## config.mk

```make
export PLATFORM = sky130hd
export DESIGN_NAME = mclk_param_loader
export DESIGN_NICKNAME = d
export VERILOG_FILES = /design/src/rtl/mclk_ldr_pkg.sv /design/src/rtl/mclk_port_decode.sv /design/src/rtl/mclk_seq_tracker.sv /design/src/rtl/mclk_shadow_bank.sv /design/src/rtl/mclk_pdiv_decode.sv /design/src/rtl/mclk_param_loader.sv
export SDC_FILE = /design/constraint.sdc
export NUM_CORES = 1
export LEC_CHECK = 0
export BUFFER_PORTS_ARGS = -buffer_cell sky130_fd_sc_hd__buf_2
export CORE_ASPECT_RATIO = 1.5
export CORE_UTILIZATION = 54
export CTS_CLUSTER_DIAMETER = 100
export DETAILED_ROUTE_END_ITERATION = 10
export PLACE_DENSITY = 0.9
export SLEW_MARGIN = 25
export SYNTH_ARGS = -nofsm -noshare
export SYNTH_HDL_FRONTEND = slang
export SYNTH_SLANG_ARGS = --single-unit
```

## constraint.sdc

```tcl
create_clock -name clk -period 2 [get_ports clk]
set_input_delay 0.2 -clock clk [delete_from_list [all_inputs] [get_ports clk]]
set_output_delay 0.2 -clock clk [all_outputs]
set_load 0.005 [all_outputs]
```

## src/rtl/mclk_ldr_pkg.sv

```systemverilog
package mclk_ldr_pkg;
  localparam int REG_W     = 8;
  localparam int NUM_SLOTS = 3;
  localparam int SLOT_W    = 2;
  localparam int SEL_BIT   = 7;
  localparam int CODE_LSB  = 4;
  localparam int CODE_W    = 3;
  localparam int MAX_CODE  = 5;
  localparam int FACT_W    = MAX_CODE + 1;
  localparam logic [REG_W-1:0] HI_KEEP = 8'hF0;

  localparam logic [SLOT_W-1:0] SLOT_LO  = 2'd0;
  localparam logic [SLOT_W-1:0] SLOT_MID = 2'd1;
  localparam logic [SLOT_W-1:0] SLOT_HI  = 2'd2;

  typedef enum logic [1:0] {
    TRK_WANT_LO  = 2'd0,
    TRK_WANT_MID = 2'd1,
    TRK_WANT_HI  = 2'd2
  } trk_t;
endpackage

```

## src/rtl/mclk_port_decode.sv

```systemverilog
module mclk_port_decode
  import mclk_ldr_pkg::*;
#(
  parameter int ADDR_W = 16,
  parameter logic [ADDR_W-1:0] IDX_PORT  = 16'h03D6,
  parameter logic [ADDR_W-1:0] DATA_PORT = 16'h03D7,
  parameter logic [REG_W-1:0]  BASE_IDX  = 8'hCC
) (
  input  logic              clk,
  input  logic              rst,
  input  logic [ADDR_W-1:0] bus_addr,
  input  logic              bus_wr,
  input  logic              bus_rd,
  input  logic [REG_W-1:0]  bus_wdata,
  output logic [REG_W-1:0]  idx_q,
  output logic [SLOT_W-1:0] slot,
  output logic              slot_hit,
  output logic              data_wr,
  output logic              data_rd,
  output logic              idx_rd
);
  logic [REG_W-1:0] offset;

  always_ff @(posedge clk) begin
    if (rst) idx_q <= '0;
    else if (bus_wr && bus_addr == IDX_PORT) idx_q <= bus_wdata;
  end

  always_comb begin
    offset   = idx_q - BASE_IDX;
    slot_hit = (idx_q >= BASE_IDX) && (offset < REG_W'(NUM_SLOTS));
    slot     = slot_hit ? offset[SLOT_W-1:0] : SLOT_W'(NUM_SLOTS);
    data_wr  = bus_wr && (bus_addr == DATA_PORT) && slot_hit;
    data_rd  = bus_rd && (bus_addr == DATA_PORT);
    idx_rd   = bus_rd && (bus_addr == IDX_PORT);
  end
endmodule

```

## src/rtl/mclk_seq_tracker.sv

```systemverilog
module mclk_seq_tracker
  import mclk_ldr_pkg::*;
(
  input  logic              clk,
  input  logic              rst,
  input  logic              wr_en,
  input  logic [SLOT_W-1:0] slot,
  output logic              commit
);
  trk_t state_q, state_d;

  always_comb begin
    state_d = state_q;
    commit  = 1'b0;
    if (wr_en) begin
      case (slot)
        SLOT_LO:  state_d = TRK_WANT_MID;
        SLOT_MID: state_d = (state_q == TRK_WANT_MID) ? TRK_WANT_HI : TRK_WANT_LO;
        SLOT_HI: begin
          commit  = (state_q == TRK_WANT_HI);
          state_d = TRK_WANT_LO;
        end
        default:  state_d = TRK_WANT_LO;
      endcase
    end
  end

  always_ff @(posedge clk) begin
    if (rst) state_q <= TRK_WANT_LO;
    else     state_q <= state_d;
  end
endmodule

```

## src/rtl/mclk_shadow_bank.sv

```systemverilog
module mclk_shadow_bank
  import mclk_ldr_pkg::*;
(
  input  logic              clk,
  input  logic              rst,
  input  logic              wr_en,
  input  logic [SLOT_W-1:0] slot,
  input  logic              slot_hit,
  input  logic [REG_W-1:0]  wdata,
  input  logic              rd_data,
  input  logic              rd_idx,
  input  logic [REG_W-1:0]  idx_q,
  output logic [REG_W-1:0]  sh_lo,
  output logic [REG_W-1:0]  sh_mid,
  output logic [REG_W-1:0]  hi_next,
  output logic [REG_W-1:0]  rdata_q,
  output logic              viol_q
);
  localparam int ARR_N = 1 << SLOT_W;

  logic [REG_W-1:0] sh_arr [ARR_N];

  for (genvar gi = 0; gi < ARR_N; gi++) begin : g_slot
    if (gi < NUM_SLOTS) begin : g_reg
      localparam logic [REG_W-1:0] KEEP = (gi == int'(SLOT_HI)) ? HI_KEEP : '1;
      logic [REG_W-1:0] q;
      always_ff @(posedge clk) begin
        if (rst) q <= '0;
        else if (wr_en && slot == SLOT_W'(gi)) q <= wdata & KEEP;
      end
      assign sh_arr[gi] = q;
    end else begin : g_zero
      assign sh_arr[gi] = '0;
    end
  end

  assign sh_lo   = sh_arr[SLOT_LO];
  assign sh_mid  = sh_arr[SLOT_MID];
  assign hi_next = wdata & HI_KEEP;

  logic hi_sel_set, code_moves;
  assign hi_sel_set = sh_arr[SLOT_HI][SEL_BIT];
  assign code_moves = wdata[CODE_LSB +: CODE_W] != sh_arr[SLOT_HI][CODE_LSB +: CODE_W];

  always_ff @(posedge clk) begin
    if (rst) begin
      rdata_q <= '0;
      viol_q  <= 1'b0;
    end else begin
      if (rd_idx)       rdata_q <= idx_q;
      else if (rd_data) rdata_q <= slot_hit ? sh_arr[slot] : '0;
      viol_q <= wr_en && (slot == SLOT_HI) && hi_sel_set && code_moves;
    end
  end
endmodule

```

## src/rtl/mclk_pdiv_decode.sv

```systemverilog
module mclk_pdiv_decode
  import mclk_ldr_pkg::*;
(
  input  logic              clk,
  input  logic              rst,
  input  logic              load,
  input  logic [CODE_W-1:0] code,
  output logic [FACT_W-1:0] factor_q
);
  logic code_ok;
  assign code_ok = int'(code) <= MAX_CODE;

  always_ff @(posedge clk) begin
    if (rst) factor_q <= FACT_W'(1);
    else if (load && code_ok) factor_q <= FACT_W'(1) << code;
  end
endmodule

```

## src/rtl/mclk_param_loader.sv

```systemverilog
module mclk_param_loader
  import mclk_ldr_pkg::*;
#(
  parameter int ADDR_W = 16,
  parameter logic [ADDR_W-1:0] IDX_PORT  = 16'h03D6,
  parameter logic [ADDR_W-1:0] DATA_PORT = 16'h03D7,
  parameter logic [7:0]        BASE_IDX  = 8'hCC
) (
  input  logic              clk,
  input  logic              rst,
  input  logic [ADDR_W-1:0] bus_addr,
  input  logic              bus_wr,
  input  logic              bus_rd,
  input  logic [7:0]        bus_wdata,
  output logic [7:0]        bus_rdata,
  output logic [7:0]        loop_cc,
  output logic [7:0]        loop_cd,
  output logic              mclk_sel,
  output logic [2:0]        pdiv_code,
  output logic [5:0]        pdiv_factor,
  output logic              params_upd,
  output logic              cfg_violation
);
  logic [REG_W-1:0]  idx_q;
  logic [SLOT_W-1:0] slot;
  logic              slot_hit, data_wr, data_rd, idx_rd, commit;
  logic [REG_W-1:0]  sh_lo, sh_mid, hi_next;

  mclk_port_decode #(
    .ADDR_W(ADDR_W), .IDX_PORT(IDX_PORT), .DATA_PORT(DATA_PORT), .BASE_IDX(BASE_IDX)
  ) u_dec (
    .clk(clk), .rst(rst), .bus_addr(bus_addr), .bus_wr(bus_wr), .bus_rd(bus_rd),
    .bus_wdata(bus_wdata), .idx_q(idx_q), .slot(slot), .slot_hit(slot_hit),
    .data_wr(data_wr), .data_rd(data_rd), .idx_rd(idx_rd)
  );

  mclk_seq_tracker u_trk (
    .clk(clk), .rst(rst), .wr_en(data_wr), .slot(slot), .commit(commit)
  );

  mclk_shadow_bank u_shd (
    .clk(clk), .rst(rst), .wr_en(data_wr), .slot(slot), .slot_hit(slot_hit),
    .wdata(bus_wdata), .rd_data(data_rd), .rd_idx(idx_rd), .idx_q(idx_q),
    .sh_lo(sh_lo), .sh_mid(sh_mid), .hi_next(hi_next),
    .rdata_q(bus_rdata), .viol_q(cfg_violation)
  );

  mclk_pdiv_decode u_pdiv (
    .clk(clk), .rst(rst), .load(commit),
    .code(hi_next[CODE_LSB +: CODE_W]), .factor_q(pdiv_factor)
  );

  always_ff @(posedge clk) begin
    if (rst) begin
      loop_cc    <= '0;
      loop_cd    <= '0;
      mclk_sel   <= 1'b0;
      pdiv_code  <= '0;
      params_upd <= 1'b0;
    end else begin
      params_upd <= commit;
      if (commit) begin
        loop_cc   <= sh_lo;
        loop_cd   <= sh_mid;
        mclk_sel  <= hi_next[SEL_BIT];
        pdiv_code <= hi_next[CODE_LSB +: CODE_W];
      end
    end
  end
endmodule

```

==> results.env <==
RUN_STATUS='complete, no violations'
ROUTED_WIRE_LENGTH_PER_INSTANCE_UM=17.36
SYNTH_AREA_PER_CELL_UM2=8.345
SYNTHESIS.NETS=397
DIE_AREA_UM2=6014
MAX-CLOCK-PATH-BUFFERS=2
CTS.REPAIR_TIMING.SETUP_BUFFER_COUNT=0
CORE_AREA_UM2=5492
PLACE_WS_NS=-0.02365
POST-DP-HPWL_UM=5870
WORST_CLOCK_SKEW_NS=0.009567
POWER_PER_CELL_AREA_nW_PER_UM2=751.2
TIMING.MAX_SLEW.REL_SLACK_PCT=66.39
INSERTEDDIODECOUNT=0
ROUTE.VIAS.TOTAL=3168
TIMING.SETUP.TNS_NS=0
GPL_WTD_CONG=0.9087
NUMBER_OF_ENABLE_FLIP_FLOP_CELLS_AFTER_SYNTHESIS=0
SYN_AREA_UM2=3079
FIRSTDRTPASSITERS=5
IO_BUFFERS=63
GROUTE.USAGE.OVERALL_PCT=30.14
WORST_SKEW_PAIR.LATE_LATENCY_NS=0.34
GRT_ANTENNA_BEFORE_REPAIR=0
TIMING_WORST_SETUP_PATH_TYPE='in2reg'
COUNT_OF_PINS_ON_THE_BLOCK_BOUNDARY=64
P_LEAK_nW=1.318
CTSHTREEMAXLEVEL=3
CLKSLEWWORSTSETUPHOLDPATHS_NS=0.07
NETLIST_INSTANCES=369
HOLD_VIOL_FINAL=0
VIA_COUNT_OF_THE_FIRST_GLOBAL_ROUTING_PASS=2994
REPORT.FINAL.SETUP_VIOL=0
LAYOUT-DRIVE-GT1-SHARE_PCT=24.12
GLOBAL_ROUTE_WIRE_LENGTH_BEFORE_REPAIR_UM=14060
FLOORPLAN.DIE.WIDTH_UM=63.66
FIN_CRIT_SH_PCT=86.01
PLACED_INSTANCE_AREA_UM2=3478
FIRST_ITER_VIOLATIONS=250
DRC_ERRORS=0
FINALWORSTPATHREQUIREDPERIOD_NS=1.720
POWER_TOTAL_W=0.002802
TIGHTEST_SLEW_NS=0.4972
AREA_ADDED_BETWEEN_SYNTHESIS_AND_FINISH_PCT=21.13
POST_CTS_HOLD_BUFFER_COUNT=0
FP_ROWS=33
SYNTH_TOP_FLOP_CELL='dfxtp_1'
SYNTH.LIB_CELLS_USED.DISTINCT=40
PINS_OVER_THEIR_SLEW_LIMIT=0
POSTSYNTHREGISTERBITS=66
TOTALWIRELENGTH_UM=8630
HOLD_CLASS='in2reg'
GRT_SETUP_UNREPAIRED='no'
CLOCK_SINKS=66
YS_ASYNC_SR_FRACTION_PCT=0
CRITPATHARRIVALTIME_NS=1.92
CTS_ROOT_CELL='clkbuf_8'
CP.REQUIRED_NS=2.20
STARTPOINT_TYPE='input pin'
MAXCAPVIOLCOUNT=0
UTILIZATION_PCT=67.92
MAXIMUM_NUMBER_OF_PINS_ON_ONE_NET_BEFORE_GLOBAL_ROUTE_REPAIR=43
DIE_H_UM=94.49
CTS_TREE='yes'
IRDROPWORSTVDD_mV=0.6828
CTSRESIZECOUNT=0
FINAL_CELL_AREA_UM2=3730
SYNTH_SEQ_AREA_SHARE_PCT=42.91
TIMING.CRITICAL_PATH.TO_TYPE='flop'
TOTAL_CTS_BUFFERS=9
POST_DRT_VIA_CELL_RATIO=6.374
FIN_WS_NS=0.2798
YS.WARNINGS.COUNT=0
NETS=450
TIMING.FMAX_GHz=0.5813
FLOORPLAN.INITIALDENSITY_PCT=56.07
ANTENNA_LEFT=0
CRITICAL_PATH_PEAK_FANOUT=41
GLOBAL_ROUTE.OVERFLOW_TOTAL=0
FILLERS=429
[worst max-delay path: stages]
cell and delay (ns):
buf_2 0.12, or4b_4 0.54, or4_4 0.56, buf_12 0.18
o21ai_0 0.20, a21oi_1 0.09
[Yosys cell counts, types with 2 or more instances]
cell type  number  area [um^2]
a21oi_1        52        260.3
a311oi_1        4        35.03
a31oi_1         4        25.02
and2_1          2        12.51
and3_1          3        18.77
and4_1          2        17.52
buf_1           2        7.510
buf_2           7        35.03
buf_6           4        45.04
clkbuf_1       26        97.59
dfxtp_1        66         1321
inv_1           4        15.01
mux2i_1        10        100.1
nand2_1        15        56.30
nand3_1        45        225.2
nand4_1        15        93.84
nand4b_1        3        26.28
nor2_1         11        41.29
nor2b_1         4        25.02
nor3_1          4        20.02
nor4b_1         5        43.79
nor4bb_1        2        20.02
o21ai_0        35        175.2
o21ai_1         9        45.04
o2bb2ai_1       4        35.03
o31ai_1        12        90.09
o32ai_1         3        26.28
or4_4           2        22.52
xor2_1          3        26.28
[state kept, by name, summed over array words and instances (netlist names)]
name / cells
loop_cc: 8
loop_cd: 8
mclk_sel: 1
params_upd: 1
pdiv_code: 3
u_dec.idx_q: 8
u_pdiv.factor_q: 6
u_shd.g_slot.g_reg.q: 4
u_shd.rdata_q: 8
u_shd.sh_lo: 8
u_shd.sh_mid: 8
u_shd.viol_q: 1
u_trk.state_q: 2
[area by class of cell]
type	count	area [um^2]	area share [%]
sequential	66	1321	35.42
clock inverter	6	113.9	3.053
tap	70	87.58	2.348
timing repair buffer	81	488.0	13.08
inverter	4	15.01	0.4025
multi-input combinational	260	1567	42.00
clock buffer	10	137.6	3.690
[cells in the final DEF, fill, tap and decap left out, types with 4 or more instances in the layout]
master,synthesis,routed
nand2_1,15,15
nor4b_1,5,5
o31ai_1,12,12
inv_1,4,4
buf_4,0,15
o21ai_1,9,9
buf_2,7,63
nand4_1,15,15
clkbuf_8,0,10
mux2i_1,10,10
a31oi_1,4,4
o21ai_0,35,35
nor2_1,11,11
nand3_1,45,45
dfxtp_1,66,66
nor3_1,4,4
a21oi_1,52,52
o2bb2ai_1,4,4
nor2b_1,4,4
a311oi_1,4,4
[routing by layer]
metal / vias to the layer above / part of all wire, % / track usage (%)
met5: - / 0 / 0
met4: 0 / 4.2 / 19.32
met3: 30 / 6.1 / 4.952
met2: 164 / 52 / 53.19
met1: 1491 / 38 / 33.08
li1: 1483 / - / -
[cells by family after synthesis]
kind of cell | count (synthesis) | share of synthesized area [%]
buffers and inverters | 43 | 6.501
flip-flops | 66 | 42.91
multiplexers | 10 | 3.251
AO/OA/AOI/OAI | 125 | 23.12
AND/OR/NAND/NOR | 122 | 23.36
XOR/XNOR | 3 | 0.8535
[power breakdown]
| group | switching, W | total [W] | internal (W) | leakage, nW |
|---|---|---|---|---|
| combinational | 0.0000690 | 0.000105 | 0.0000365 | 0.668 |
| sequential | 0.00000000272 | 0.00131 | 0.00131 | 0.531 |
| clock | 0.000520 | 0.00138 | 0.000864 | 0.119 |
| total | 0.000589 | 0.00280 | 0.00221 | 1.32 |
[path summary, 6_finish.rpt]
| path | from | endpoint | slack, ns | cells after the start |
|---|---|---|---|---|
| max | bus_addr[13] | u_shd.g_slot[2].g_reg.q[6] | 0.28 | 6 |
| min | bus_wdata[2] | u_shd.sh_mid[2] | 0.16 | 3 |
| max reg2reg | u_dec.idx_q[0] | u_pdiv.factor_q[1] | 0.32 | 5 |
| min reg2reg | u_pdiv.factor_q[0] | u_pdiv.factor_q[0] | 0.45 | 2 |
[through the flow]
| stage | hold slack, ns | cells |
|---|---|---|
| global placement | 0.4380 | 481 |
| global route | 0.1628 | 497 |
| finish | 0.1574 | 497 |
| detailed placement | 0.4399 | 481 |
| floorplan | 0.3519 | 369 |
| CTS | 0.1396 | 497 |
No activity file was read; power rests on OpenSTA's default activity.
